===== config.mk =====
export PLATFORM = sky130hd
export DESIGN_NAME = refper_phase_det
export DESIGN_NICKNAME = d
export VERILOG_FILES = /design/src/rtl/prd_pkg.sv /design/src/rtl/prd_rst_sync.sv /design/src/rtl/prd_ref_sync.sv /design/src/rtl/prd_period_cnt.sv /design/src/rtl/prd_err_calc.sv /design/src/rtl/refper_phase_det.sv
export SDC_FILE = /design/constraint.sdc
export NUM_CORES = 1
export LEC_CHECK = 0
export BUFFER_PORTS_ARGS = -buffer_cell sky130_fd_sc_hd__buf_2
export CAP_MARGIN = 10
export CORE_MARGIN = 3
export CORE_UTILIZATION = 57
export CTS_CLUSTER_DIAMETER = 120
export DETAILED_ROUTE_END_ITERATION = 12
export PLACE_DENSITY = 0.87
export SYNTH_ARGS = -nofsm -noshare
export SYNTH_HDL_FRONTEND = slang
export SYNTH_SLANG_ARGS = --single-unit
export TNS_END_PERCENT = 100

===== constraint.sdc =====
create_clock -name osc_clk -period 1.6 [get_ports osc_clk]
set_input_delay 0.16 -clock osc_clk [delete_from_list [all_inputs] [get_ports osc_clk]]
set_output_delay 0.16 -clock osc_clk [all_outputs]
set_load 0.01 [all_outputs]

===== src/rtl/prd_pkg.sv =====
package prd_pkg;
  localparam int DEF_CNT_W     = 16;
  localparam int DEF_TARGET    = 512;
  localparam int DEF_SYNC_STGS = 2;
  localparam int DEF_OBS_W     = 4;
endpackage


===== src/rtl/prd_rst_sync.sv =====
module prd_rst_sync #(
  parameter int STAGES = 2
) (
  input  logic clk,
  input  logic arst_n,
  output logic rst_n
);
  logic [STAGES-1:0] sr_q;
  logic [STAGES-1:0] sr_d;

  always_comb begin
    sr_d = {sr_q[STAGES-2:0], 1'b1};
  end

  always_ff @(posedge clk or negedge arst_n) begin
    if (!arst_n) sr_q <= '0;
    else         sr_q <= sr_d;
  end

  assign rst_n = sr_q[STAGES-1];
endmodule


===== src/rtl/prd_ref_sync.sv =====
module prd_ref_sync #(
  parameter int STAGES = 2
) (
  input  logic clk,
  input  logic rst_n,
  input  logic ref_async,
  output logic boundary
);
  logic [STAGES-1:0] stg_q;
  logic              prev_q;
  logic              prev_d;

  genvar g;
  generate
    for (g = 0; g < STAGES; g++) begin : g_stage
      logic stg_d;
      if (g == 0) begin : g_first
        always_comb stg_d = ref_async;
      end else begin : g_next
        always_comb stg_d = stg_q[g-1];
      end
      always_ff @(posedge clk or negedge rst_n) begin
        if (!rst_n) stg_q[g] <= 1'b0;
        else        stg_q[g] <= stg_d;
      end
    end
  endgenerate

  always_comb prev_d = stg_q[STAGES-1];

  always_ff @(posedge clk or negedge rst_n) begin
    if (!rst_n) prev_q <= 1'b0;
    else        prev_q <= prev_d;
  end

  assign boundary = stg_q[STAGES-1] & ~prev_q;

  AST_BOUNDARY_SPACED: assert property (@(posedge clk) disable iff (!rst_n)
    boundary |=> !boundary);
endmodule


===== src/rtl/prd_period_cnt.sv =====
module prd_period_cnt #(
  parameter int CNT_W = 16
) (
  input  logic             clk,
  input  logic             rst_n,
  input  logic             boundary,
  output logic             meas_vld,
  output logic [CNT_W-1:0] meas_cnt
);
  localparam logic [CNT_W-1:0] CNT_MAX = '1;
  localparam logic [CNT_W-1:0] CNT_ONE = CNT_W'(1);

  logic [CNT_W-1:0] cnt_q, cnt_d;
  logic             armed_q, armed_d;
  logic             cnt_en;

  always_comb begin
    cnt_en  = boundary | (cnt_q != CNT_MAX);
    cnt_d   = cnt_q;
    armed_d = armed_q;
    if (boundary) begin
      cnt_d   = CNT_ONE;
      armed_d = 1'b1;
    end else if (cnt_en) begin
      cnt_d = cnt_q + CNT_ONE;
    end
  end

  always_ff @(posedge clk or negedge rst_n) begin
    if (!rst_n) begin
      cnt_q   <= '0;
      armed_q <= 1'b0;
    end else begin
      if (cnt_en) cnt_q <= cnt_d;
      armed_q <= armed_d;
    end
  end

  assign meas_vld = boundary & armed_q;
  assign meas_cnt = cnt_q;

  AST_CNT_SATURATE: assert property (@(posedge clk) disable iff (!rst_n)
    (cnt_q == CNT_MAX && !boundary) |=> (cnt_q == CNT_MAX));
  AST_FIRST_ARMS: assert property (@(posedge clk) disable iff (!rst_n)
    (boundary && !armed_q) |=> (armed_q && cnt_q == CNT_ONE));
endmodule


===== src/rtl/prd_err_calc.sv =====
module prd_err_calc #(
  parameter int CNT_W  = 16,
  parameter int TARGET = 512,
  parameter int OBS_W  = 4
) (
  input  logic                    clk,
  input  logic                    rst_n,
  input  logic                    meas_vld,
  input  logic [CNT_W-1:0]        meas_cnt,
  output logic signed [CNT_W:0]   err,
  output logic                    stb,
  output logic                    sign,
  output logic [OBS_W-1:0]        mag_lo
);
  localparam int EW = CNT_W + 1;
  localparam logic signed [EW-1:0] TGT_S = EW'(TARGET);

  logic signed [EW-1:0] err_q, err_d;
  logic                 stb_q, stb_d;
  logic signed [EW-1:0] meas_s;
  logic        [EW-1:0] err_abs;

  always_comb begin
    meas_s = $signed({1'b0, meas_cnt});
    err_d  = err_q;
    stb_d  = 1'b0;
    if (meas_vld) begin
      err_d = TGT_S - meas_s;
      stb_d = 1'b1;
    end
  end

  always_ff @(posedge clk or negedge rst_n) begin
    if (!rst_n) begin
      err_q <= '0;
      stb_q <= 1'b0;
    end else begin
      if (meas_vld) err_q <= err_d;
      stb_q <= stb_d;
    end
  end

  always_comb begin
    err_abs = err_q[EW-1] ? EW'(-err_q) : EW'(err_q);
  end

  assign err    = err_q;
  assign stb    = stb_q;
  assign sign   = err_q[EW-1];
  assign mag_lo = err_abs[OBS_W-1:0];

  AST_STB_ONE_CYCLE: assert property (@(posedge clk) disable iff (!rst_n)
    stb_q |=> !stb_q);
  AST_ERR_HOLD: assert property (@(posedge clk) disable iff (!rst_n)
    !stb_q |-> $stable(err_q));
endmodule


===== src/rtl/refper_phase_det.sv =====
module refper_phase_det #(
  parameter int CNT_W     = prd_pkg::DEF_CNT_W,
  parameter int TARGET    = prd_pkg::DEF_TARGET,
  parameter int SYNC_STGS = prd_pkg::DEF_SYNC_STGS,
  parameter int OBS_W     = prd_pkg::DEF_OBS_W
) (
  input  logic                  osc_clk,
  input  logic                  arst_n,
  input  logic                  ref_clk,
  output logic signed [CNT_W:0] err_val,
  output logic                  err_stb,
  output logic                  err_sign,
  output logic [OBS_W-1:0]      err_mag_lo
);
  logic             rst_n;
  logic             boundary;
  logic             meas_vld;
  logic [CNT_W-1:0] meas_cnt;

  prd_rst_sync #(.STAGES(2)) u_rst (
    .clk    (osc_clk),
    .arst_n (arst_n),
    .rst_n  (rst_n)
  );

  prd_ref_sync #(.STAGES(SYNC_STGS)) u_sync (
    .clk       (osc_clk),
    .rst_n     (rst_n),
    .ref_async (ref_clk),
    .boundary  (boundary)
  );

  prd_period_cnt #(.CNT_W(CNT_W)) u_cnt (
    .clk      (osc_clk),
    .rst_n    (rst_n),
    .boundary (boundary),
    .meas_vld (meas_vld),
    .meas_cnt (meas_cnt)
  );

  prd_err_calc #(.CNT_W(CNT_W), .TARGET(TARGET), .OBS_W(OBS_W)) u_err (
    .clk      (osc_clk),
    .rst_n    (rst_n),
    .meas_vld (meas_vld),
    .meas_cnt (meas_cnt),
    .err      (err_val),
    .stb      (err_stb),
    .sign     (err_sign),
    .mag_lo   (err_mag_lo)
  );
endmodule


**Word-level counts from Yosys, hierarchy flattened**

Index checks and enable logic that the tools add are counted.

- Reductions and logical operators: 0
- Shift operators: 0
- Add/sub/neg operators: 3
- Bitwise operators: 4
- Order comparisons: 0
- Multiply operators: 0
- Mux-type cells: 3
- Eq/ne operators: 1
- Div/mod/pow operators: 0

Operators with widths:

| cell | number |
|---|---|
| $sub 10x16->17 const A | 1 |
| $add 16x1->16 const B | 1 |
| $mux 16 | 1 |
| $ne 16x16->1 const B | 1 |
| $mux 4 | 1 |
| $neg 4->4 | 1 |
| $and 1x1->1 | 2 |
| $mux 1 | 1 |
| $not 1->1 | 1 |
| $or 1x1->1 | 1 |

- Memory bits (read-only): 0
- Output and inout bits: 23
- Latch bits: 0
- Flip-flop bits (word level): 40
- RAM bits: 0
- Logic and storage cells: 19
- Bits of input ports: 3
- Memories: 0

**Longest topological paths before layout**

Gate-level depths: netlist (run 1).

- Depth after elaboration: 4
- Mapped depth: 6
- Depth with buffers taken out: 6

**Cells and area by module**

Synthesis (run 1) repeated with hierarchy kept, for this count alone.

- Cells, all modules: 203
- Area, all modules: 2094.5 um2

By module, submodules not included:

| module | times used | area an instance (um2) | seq. area each (um2) | cells an instance |
|---|---|---|---|---|
| prd_err_calc | 1 | 1022.2 | 450.4 | 101 |
| prd_period_cnt | 1 | 929.6 | 425.4 | 95 |
| prd_ref_sync | 1 | 88.8 | 75.1 | 4 |
| prd_rst_sync | 1 | 53.8 | 50.0 | 3 |

**Worst setup path before layout (run 1)**

Ideal clock, no wire load.

- Path kind: register to register
- Start point: register u_cnt.cnt_q[6], in the netlist u_cnt.meas_cnt[6]
- End point: register u_err.err_q[15], in the netlist u_err.err[15]
- Library setup time: 0.095 ns
- Data required time: 1.505 ns
- Path slack: -0.311 ns
- Cell stages (with the launch flop): 5
- Path buffers: 0
- Arrival time: 1.816 ns
- Period minus slack after synthesis: 1.911 ns
- Path through: dfrtp_1 > or4_4 > o41a_4 > o31a_1 > o31ai_1

- Word-level cells in the longest chain between the ends: 1

RTL lines:

| what | RTL line | RTL |
|---|---|---|
| start: declaration | prd_period_cnt.sv:13 | `logic [CNT_W-1:0] cnt_q, cnt_d;` |
| start signal: assignment | prd_period_cnt.sv:34 | `if (cnt_en) cnt_q <= cnt_d;` |
| $sub 10x16->17 | prd_err_calc.sv:28 | `err_d = TGT_S - meas_s;` |
| end signal: assignment | prd_err_calc.sv:38 | `if (meas_vld) err_q <= err_d;` |
| end: declaration | prd_err_calc.sv:18 | `logic signed [EW-1:0] err_q, err_d;` |

Every way passes these cells.
A chain may end at the register's enable or synchronous reset.

**Final worst setup path (run 1)**

Ends and elaborated chain as after synthesis.

==> key figures, run 1 <==
Synth
  – Sequential fraction of the synthesis area: 48.8%
  – Synth area leader: dfrtp_1
  – Synth cell types: 37
  – Dominant synthesized flop cell: dfrtp_1
  – Mapped Cells: 213
  – Syn Nets: around 220
  – Avg Inst Size Synth: 9.63 um^2
  – Post-Syn Area: 2050 um^2
  – Ys async rst share: between 90% and 100%
  – Post-synth EDFFs: 0
  – Synth top area cells: dfrtp_1 (49%), nand2_1 (4.2%), o21ai_0 (3.9%)
  – Ys Warns: 0
  – Yosys reg bits: 40
  – Share of the synthesized area in the top cell type: roughly 50%

Final layout
  – Area growth, synth to finish: 41.3%
  – Nets: 282
  – Layout filler cell count: 139
  – Layout cells sized above 1: 46.4%
  – Finished Layout Cells: between 300 and 400
  – Most common cell after layout, fill and taps aside: dfrtp_1
  – Final core utilization: a little under nine tenths
  – Highest-count cells in the layout ignoring fill and taps: dfrtp_1 (38), buf_4 (36), buf_2 (25)
  – Multi-input logic area: between 1000 and 1500 um^2
  – FF/Latch Area: 1000 um^2

STA
  – Period utilization: 127%
  – Setup ws final: -0.431 ns
  – FMAX: 492 MHz
  – Worst Skew: 0.0200 ns
  – Min cycle time layout: 2.03 ns
  – Final Max Tran Viols: 0
  – Fin Setup TNS: -6.71 ns
  – Final hold vios: 0
  – Final number of setup-violating endpoints: 23
  – RSZ-0062 raised after global routing: true

Worst hold path
  – Hold Crit Class: input pin to async pin

Worst setup path
  – CP max FO: 6
  – Crit path DAT: 2.29 ns
  – Worst path required time: 1.86 ns
  – Critical R2R Capture: u_err.err[15]
  – Reg2Reg Setup Slack: -0.43 ns
  – Setup crit end kind: flop
  – Setup CP Type: flop to flop
  – Worst setup SP type: flop
  – Reg2Reg Launch Point: u_cnt.meas_cnt[6]
  – Reg2Reg Depth: 4

Global route
  – Vias in the first global route: ~1.8k
  – GRT Residual Overflow: 0
  – Grt met2 use: 45.3%
  – First-pass GRT wire length: slightly below 9 mm
  – Initial antenna violation count: 0
  – GR Util All Layers: 26.6%
  – Gr busiest metal: met2
  – GR Util met3: 5.10%
  – Pin count of the biggest net entering global routing: 39
  – Met1 GRT Util: 32.4%

Die
  – Number of rows in the core area: 21
  – IO Count: 26
  – Die span in x: 66 um
  – Core area: 3390 um^2
  – Initial Util: 60.5%
  – Die ar.: ~4400 um^2
  – DIE HEIGHT: 66 um

Clock tree
  – Clock slew at reported path FFs: 0.13 ns
  – CTS tree: done
  – CTS max path bufs: 2
  – Clock Sinks: 40
  – CTS buffer count: 5
  – CTS root buffer: clkbuf_4
  – H-tree depth: 2
  – Clock latency at the later pin of the worst-skew pair: 0.36 ns

Drt
  – Routed length per placed instance: 22.8 um
  – # DRC: 0
  – Post-Route WL: around 7.3 mm
  – Vias per std cell: 6.68
  – Via count: 2,145
  – Antenna Nets Post-Route: 0
  – DRT iter0 DRCs: 315
  – Drt pass-1 iters: 7

Pwr
  – PD cells: 1060 nW/um^2
  – Worst IR Drop VDD: 0.000702 V
  – Leak: about 1.3 nW

Placement
  – Placer Congestion: 0.823
  – Place WS: -0.288 ns
  – HPWL Detailed: 3.06 mm
  – Placed instance count: about 300
  – Buffers on Ports: 25

Run
  – Max-cap violations: 0

Outcome
  – Outcome: finished, violations left
  – Violated checks: setup timing
## how the worst max path moves through the flow
stage | start | to | slack [ns] | depth (start not counted)
after CTS | u_cnt.meas_cnt[6] | u_err.err[15] | -0.32 | 4
after detailed placement | u_cnt.meas_cnt[6] | u_err.err[15] | -0.29 | 4
final | u_cnt.meas_cnt[6] | u_err.err[15] | -0.43 | 4
after floorplan | u_cnt.meas_cnt[6] | u_err.err[15] | -0.31 | 4
after global placement | u_cnt.meas_cnt[6] | u_err.err[15] | -0.25 | 4
after global routing | u_cnt.meas_cnt[6] | u_err.err[15] | -0.50 | 4
## report_power, final
group          internal, mW  switching, mW
clock                 0.147          0.318
combinational         0.654          0.700
sequential             1.14          0.112
## cell families (layout without fill, tap and decap cells)
| logic type | after synthesis | count (layout) | synth area share (%) |
|---|---|---|---|
| simple gates | 79 | 79 | 20.4 |
| compound gates | 51 | 51 | 17.5 |
| flops | 40 | 40 | 48.8 |
| buf+inv | 26 | 87 | 5.73 |
| xor+xnor | 12 | 12 | 5.12 |
| fa+ha+maj | 3 | 3 | 1.83 |
| other cells | 1 | 2 | 0.183 |
| mux | 1 | 1 | 0.488 |
## registers in the layout, summed over array words and instances (netlist names)
name and cells:
u_sync.prev_d 1, u_sync.g_stage.stg_d 1, u_cnt.meas_cnt 16, u_err.stb 1, u_err.err 17, u_sync.prev_q 1, u_cnt.armed_q 1, u_rst.sr_q 2
## cells in the mapped netlist (2+ instances only)
library cell	count
nor4_1	6
xnor2_1	8
o311ai_0	3
o21a_1	5
nand2_1	23
or3_1	5
nand2b_1	4
xor2_1	4
a21oi_1	8
o41ai_1	3
or4_1	3
buf_4	2
ha_1	3
nor2_1	6
nand3_1	7
a31oi_1	2
and4_1	2
o41a_4	2
inv_1	8
clkbuf_1	11
o21ai_0	16
o31a_1	2
o31ai_1	9
nor3_1	11
buf_2	4
dfrtp_1	40
and3_1	3
nand4_1	4
## stage by stage
step                      cell area (um^2)  hold WS (ns)  total power [mW]
after global routing                  2900         0.112              3.19
after CTS                             2600         0.124              2.62
final                                 2900         0.135              3.07
after global placement                2410       -0.0548              2.05
after detailed placement              2410       -0.0510              2.09
after floorplan                       2060        -0.136              1.76
## worst max-delay path: stages (launching register included)
cell and delay [ns]:
dfrtp_1 0.45, or4_4 0.59, o41a_4 0.41, o31a_1 0.30, o31ai_1 0.19
## cell type report
type	count	area share [%]
diodes	1	0.0863
repair buffers	74	18.9
well taps	46	1.98
inverters	8	1.04
clock buffers	5	1.29
flip-flops and latches	40	34.6
multi-input cells	147	42.1
## repair_timing
| item | 4_1_cts | 5_1_grt |
|---|---|---|
| setup buffers | 2 | 14 |
| resized for setup | 28 | 47 |
| setup endpoints to repair | 22 | 29 |
| cloned | 1 | 0 |
| hold buffers | 2 | 0 |
| hold endpoints to repair | 3 | 0 |
| pin swaps | 11 | 13 |
## routing by layer
layer  up-vias  routed length [um]  share of wire, %
met5         -                   0                 0
met4         0                 280               3.8
met3        40                 832                11
met2       200                3540                48
met1      1013                2680                37
li1        892                   -                 -
No activity file was read; power rests on OpenSTA's default activity.
==> inputs of run 2 (changes only) <==
--- a/config.mk
+++ b/config.mk
@@ -11,7 +11,7 @@
 export CORE_UTILIZATION = 57
 export CTS_CLUSTER_DIAMETER = 120
 export DETAILED_ROUTE_END_ITERATION = 12
-export PLACE_DENSITY = 0.87
+export PLACE_DENSITY_LB_ADDON = 0.2
 export SYNTH_ARGS = -nofsm -noshare
 export SYNTH_HDL_FRONTEND = slang
 export SYNTH_SLANG_ARGS = --single-unit
==> key figures, run 2 (same netlist as run 1, synthesis figures left out) <==
Outcome
  – Outcome: finished, violations left
  – Violated checks: setup timing

Drt
  – Met3 wire length: 605 um (-27%)
  – DRT iter0 DRCs: 260 (-17%)
  – # DRC: 0 (unchanged)
  – Drt pass-1 iters: 6 (-1)
  – Vias per std cell: 6.45 (-3.4%)
  – Antenna Nets Post-Route: 0 (unchanged)
  – Routed length per placed instance: 21.3 um (-6.9%)
  – Via count: 2,143 (-0.093%)
  – Post-Route WL: 7.06 mm (-3.7%)
  – Met2 wire length: 3.57 mm (+0.79%)
  – Uppermost routed layer: met4
  – M1 WL: 2.56 mm (-4.4%)

Final layout
  – Layout filler cell count: 136 (-2.2%)
  – Layout cells sized above 1: 50.7% (+4.3 points)
  – Nets: 291 (+3.2%)
  – Area growth, synth to finish: 46.3%
  – N_diodes: 0 (-1)
  – Most common cell after layout, fill and taps aside: buf_4
  – Max FFs per register: 17 (unchanged)
  – Highest-count cells in the layout ignoring fill and taps: buf_4 (47), dfrtp_1 (37), buf_2 (25)

Pwr
  – Clk pwr share: 17.6% (+2.4 points)
  – Switch share: 35.7% (-1.1 points)
  – Combinational power share: 41.4% (-2.7 points)
  – Worst IR Drop VDD: 0.000920 V (+31%)
  – Power share of the sequential group: 41.0% (+0.2 points)
  – Pwr Total: 3.07 mW (about the same)
  – Leak: 1.36 nW (+4.6%)
  – Switching Power: 1.10 mW (-3.1%)
  – PD cells: 1020 nW/um^2 (-3.4%)
  – Pint: 1.97 mW (+1.7%)

STA
  – FMAX: 505 MHz (+2.5%)
  – Fin Setup TNS: -5.36 ns (+1.35 ns)
  – Worst Skew: 0.00799 ns (-0.0120 ns)
  – RSZ-0062 raised after global routing: true
  – Final Max Tran Viols: 0 (unchanged)
  – Final number of setup-violating endpoints: 27 (+17%)
  – Period utilization: 124% (-3.1 points)
  – Min cycle time layout: 1.98 ns (-0.0497 ns)
  – Setup ws final: -0.382 ns (+0.0497 ns)
  – Final hold vios: 0 (unchanged)

Global route
  – Initial antenna violation count: 0 (unchanged)
  – Pin count of the biggest net entering global routing: 34 (-13%)
  – Vias in the first global route: 1,927 (+6.6%)
  – First-pass GRT wire length: 9.09 mm (+4.4%)
  – GR Util All Layers: 28.0% (+1.4 points)
  – GRT Residual Overflow: 0 (unchanged)

Clock tree
  – CTS buffer count: 5 (unchanged)
  – CTS root buffer: clkbuf_4
  – Clock latency at the later pin of the worst-skew pair: 0.35 ns (about the same)
  – CTS tree: done
  – Clock Sinks: 40 (unchanged)
  – CTS max path bufs: 2 (unchanged)
  – Clock slew at reported path FFs: 0.12 ns (about the same)
  – H-tree depth: 2 (unchanged)

Placement
  – Buffers on Ports: 25 (unchanged)
  – HPWL Detailed: 3.46 mm (+13%)
  – Placer Congestion: 0.851 (+3.4%)

Die
  – Number of rows in the core area: 21 (unchanged)
  – Core area: 3390 um^2 (unchanged)
  – Die span in x: 66 um (unchanged)
  – Die ar.: 4360 um^2 (unchanged)
  – Initial Util: 60.5% (unchanged)
  – DIE HEIGHT: 66 um (unchanged)
  – IO Count: 26 (unchanged)

Run
  – Max-cap violations: 0 (unchanged)

Worst setup path
  – CP max FO: 6 (unchanged)
  – Setup CP Type: flop to flop
  – Worst setup SP type: flop
  – Setup crit end kind: flop
  – Worst path required time: 1.87 ns (about the same)
  – Crit path DAT: 2.25 ns (-0.04 ns)

Worst hold path
  – Hold Crit Class: input pin to async pin
[run 2: changes by cell type in the layout (fill, tap and decap cells not counted), moves of 2 or more]
cell,delta
a21oi_1,-2
a21oi_2,+2
buf_4,+11
clkinv_2,+2
nor3_4,+2
o21ai_0,+2
o21ai_1,-3
o31ai_1,-2
[run 2: metal layers]
metal  GRT usage (%)  up-vias
met1            32.7     1035
met2            47.8      144
met3            6.63       47
met4            14.2        0
met5               0        -
li1                -      917
[run 2: final cells by class]
type / count / area, um^2 / share of cell area (%)
Clock buffer: 6 / 51.3 / 1.71
Inverter: 8 / 30.0 / 1.00
Clock inverter: 2 / 10.0 / 0.333
Multi-Input combinational cell: 147 / 1250 / 41.6
Timing Repair Buffer: 83 / 599 / 20.0
Tap cell: 46 / 57.6 / 1.92
Sequential cell: 40 / 1000 / 33.5
[run 2: path summary, 6_finish.rpt]
check	from	to	slack, ns	depth (start not counted)
min	arst_n	u_rst.sr_q[0]	0.16	2
max	u_cnt.meas_cnt[3]	u_err.err[15]	-0.38	4
min in group osc_clk	u_rst.sr_q[0]	u_rst.sr_q[1]	0.36	0
max reg2reg	u_cnt.meas_cnt[3]	u_err.err[15]	-0.38	4
max in group asynchronous	u_rst.sr_q[1]	u_err.err[0]	1.01	1
min reg2reg	u_rst.sr_q[1]	u_err.err[11]	0.23	1
[run 2: power by group through the flow]
stage / Sequential, mW / Combinational (mW) / Clock, mW
global placement: 1.24 / 0.815 / 0
CTS: 1.23 / 0.950 / 0.538
detailed placement: 1.25 / 0.845 / 0
finish: 1.26 / 1.27 / 0.539
floorplan: 1.30 / 0.463 / 0
global route: 1.27 / 1.36 / 0.596
[run 2: stage by stage]
stage / hold WS (ns) / cells / worst slack [ns] / area, um^2 / util [%]
finish: 0.158 / 332 / -0.382 / 3000 / 88.6
global route: 0.147 / 332 / -0.426 / 3000 / 88.6
CTS: 0.107 / 318 / -0.330 / 2720 / 80.4
detailed placement: -0.0537 / 302 / -0.312 / 2420 / 71.3
global placement: -0.0542 / 302 / -0.253 / 2420 / 71.3
floorplan: -0.136 / 213 / -0.311 / 2060 / -
[run 2: critical path: stages, from the launching register on]
cell     delay, ns
dfrtp_1       0.41
or4_4         0.58
o41a_4        0.41
o31a_1        0.30
o31ai_1       0.20
[run 2: timing repair]
item,CTS,global route
buffers inserted,8,16
resized for setup,41,40
hold buffers,2,0
endpoints found under the hold margin,3,0
pin swaps,20,20
setup endpoints to repair,23,30
gates cloned,1,0
==> inputs of run 3 (changes only) <==
--- a/config.mk
+++ b/config.mk
@@ -7,11 +7,12 @@
 export LEC_CHECK = 0
 export BUFFER_PORTS_ARGS = -buffer_cell sky130_fd_sc_hd__buf_2
 export CAP_MARGIN = 10
-export CORE_MARGIN = 3
+export CORE_MARGIN = 10
 export CORE_UTILIZATION = 57
 export CTS_CLUSTER_DIAMETER = 120
 export DETAILED_ROUTE_END_ITERATION = 12
 export PLACE_DENSITY_LB_ADDON = 0.2
+export SETUP_SLACK_MARGIN = 0.02
 export SYNTH_ARGS = -nofsm -noshare
 export SYNTH_HDL_FRONTEND = slang
 export SYNTH_SLANG_ARGS = --single-unit
==> key figures, run 3 (same netlist as run 1, synthesis figures left out) <==
Worst setup path
  – Worst setup SP type: flop
  – Crit path DAT: 2.22 ns (-0.03 ns)
  – Reg2Reg Launch Point: u_cnt.meas_cnt[6]
  – Critical R2R Capture: u_err.err[15]
  – Reg2Reg Depth: 4 (unchanged)
  – Worst path required time: 1.84 ns (-0.03 ns)
  – Reg2Reg Setup Slack: -0.38 ns (about the same)
  – CP max FO: 6 (unchanged)
  – Setup crit end kind: flop
  – Setup CP Type: flop to flop

Die
  – Die ar.: 6400 um^2 (+47%)
  – Die span in x: 80 um (+21%)
  – DIE HEIGHT: 80 um (+21%)
  – Number of rows in the core area: 21 (unchanged)
  – Core area: 3420 um^2 (+0.78%)
  – Initial Util: 60.1% (-0.47 points)
  – IO Count: 26 (unchanged)

Pwr
  – PD cells: 1050 nW/um^2 (+2.5%)
  – Switch share: 35.5% (-0.18 points)
  – Pwr Total: 3.08 mW (+0.49%)
  – Power share of the sequential group: 40.8% (-0.2 points)
  – Leak: 1.34 nW (-1.2%)
  – Worst IR Drop VDD: 0.000818 V (-11%)
  – Switching Power: 1.10 mW (about the same)
  – Clk pwr share: 18.8% (+1.2 points)
  – Pint: 1.99 mW (+0.78%)
  – Combinational power share: 40.4% (-1.0 points)

STA
  – Period utilization: 124% (-0.33 points)
  – Worst hold slack: 0.123 ns (-0.0349 ns)
  – Final hold vios: 0 (unchanged)
  – Final number of setup-violating endpoints: 27 (unchanged)
  – FMAX: 506 MHz (+0.26%)
  – Min cycle time layout: 1.98 ns (-0.00522 ns)
  – Worst Skew: 0.0138 ns (+0.00583 ns)
  – RSZ-0062 raised after global routing: true
  – Fin Setup TNS: -5.91 ns (-0.554 ns)
  – Setup ws final: -0.376 ns (+0.00522 ns)
  – Final Max Tran Viols: 0 (unchanged)

Global route
  – First-pass GRT wire length: 9.58 mm (+5.4%)
  – Vias in the first global route: 2,051 (+6.4%)
  – GR Util All Layers: 18.5% (-9.6 points)
  – GRT Residual Overflow: 0 (unchanged)
  – Pin count of the biggest net entering global routing: 39 (+15%)
  – Initial antenna violation count: 0 (unchanged)

Final layout
  – Finished Layout Cells: 325 (-2.1%)
  – Highest-count cells in the layout ignoring fill and taps: dfrtp_1 (39), buf_4 (38), buf_2 (25)
  – Nets: 285 (-2.1%)
  – Layout cells sized above 1: 45.9% (-4.8 points)
  – Most common cell after layout, fill and taps aside: dfrtp_1
  – Max FFs per register: 17 (unchanged)
  – N_diodes: 0 (unchanged)
  – Area growth, synth to finish: 43.4%
  – Final core utilization: 86.1% (-2.4 points)
  – Finished Cell Area: 2940 um^2 (-2.0%)

Drt
  – Antenna Nets Post-Route: 0 (unchanged)
  – Routed length per placed instance: 21.5 um (+0.97%)
  – Drt pass-1 iters: 5 (-1)
  – DRT iter0 DRCs: 216 (-17%)
  – Vias per std cell: 6.46 (about the same)
  – Via count: 2,099 (-2.1%)
  – Post-Route WL: 6.98 mm (-1.2%)
  – # DRC: 0 (unchanged)

Outcome
  – Violated checks: setup timing
  – Outcome: finished, violations left

Clock tree
  – CTS max path bufs: 2 (unchanged)
  – Clock latency at the later pin of the worst-skew pair: 0.34 ns (about the same)
  – CTS tree: done
  – Clock Sinks: 40 (unchanged)
  – H-tree depth: 2 (unchanged)
  – Clock slew at reported path FFs: 0.12 ns (about the same)
  – CTS root buffer: clkbuf_4
  – CTS buffer count: 5 (unchanged)

Placement
  – Place WS: -0.308 ns (+0.00422 ns)
  – Area after DPL: 2390 um^2 (-0.93%)
  – Placed instance count: 299 (-0.99%)
  – Placer Congestion: 0.876 (+3.0%)
  – Buffers on Ports: 25 (unchanged)
  – HPWL Detailed: 3.57 mm (+3.1%)

Run
  – Max-cap violations: 0 (unchanged)

Worst hold path
  – Hold Crit Class: input pin to async pin
run 3: cell types whose count changed in the layout (fill, tap and decap cells not counted), sizes merged:
cell	change
buf	-6
clkinv	-2
clkbuf	+1
run 3: layout make-up:
cell class,count,area [um^2]
repair buffers,77,566
multi-input cells,147,1220
well taps,46,57.6
inverters,8,30.0
fillers,172,474
clock buffers,7,65.1
flip-flops and latches,40,1000
run 3: worst max path at each step:
stage / start / end / slack, ns / cells past startpoint
floorplan: u_cnt.meas_cnt[6] / u_err.err[15] / -0.31 / 4
global placement: u_cnt.meas_cnt[6] / u_err.err[15] / -0.25 / 4
detailed placement: u_cnt.meas_cnt[6] / u_err.err[15] / -0.31 / 4
CTS: u_cnt.meas_cnt[6] / u_err.err[15] / -0.34 / 4
global route: u_cnt.meas_cnt[6] / u_err.err[12] / -0.40 / 4
finish: u_cnt.meas_cnt[6] / u_err.err[15] / -0.38 / 4
run 3: layer usage:
layer / track usage (%) / up-vias / wire length, um
met4: 7.57 / 0 / 271
met2: 31.0 / 149 / 3550
met5: 0 / - / 0
met3: 5.52 / 34 / 674
met1: 21.4 / 1018 / 2490
li1: - / 898 / -
run 3: repair_timing:
item	CTS	global route
gates cloned	1	0
buffers inserted	14	8
pin swaps	23	14
setup endpoints to repair	25	32
resized for setup	39	36
hold endpoints to repair	3	0
hold buffers	2	0
run 3: worst max-delay path, cell delays in order, from the launching register on:
cell	delay (ns)
dfrtp_1	0.41
or4_4	0.56
o41a_4	0.41
o31a_1	0.29
o31ai_1	0.20
run 3: power by group through the flow:
stage	Combinational [mW]	Clock (mW)	Sequential [mW]
finish	1.25	0.580	1.26
global route	1.34	0.617	1.27
CTS	1.00	0.580	1.23
detailed placement	0.843	0	1.25
global placement	0.809	0	1.23
floorplan	0.463	0	1.30
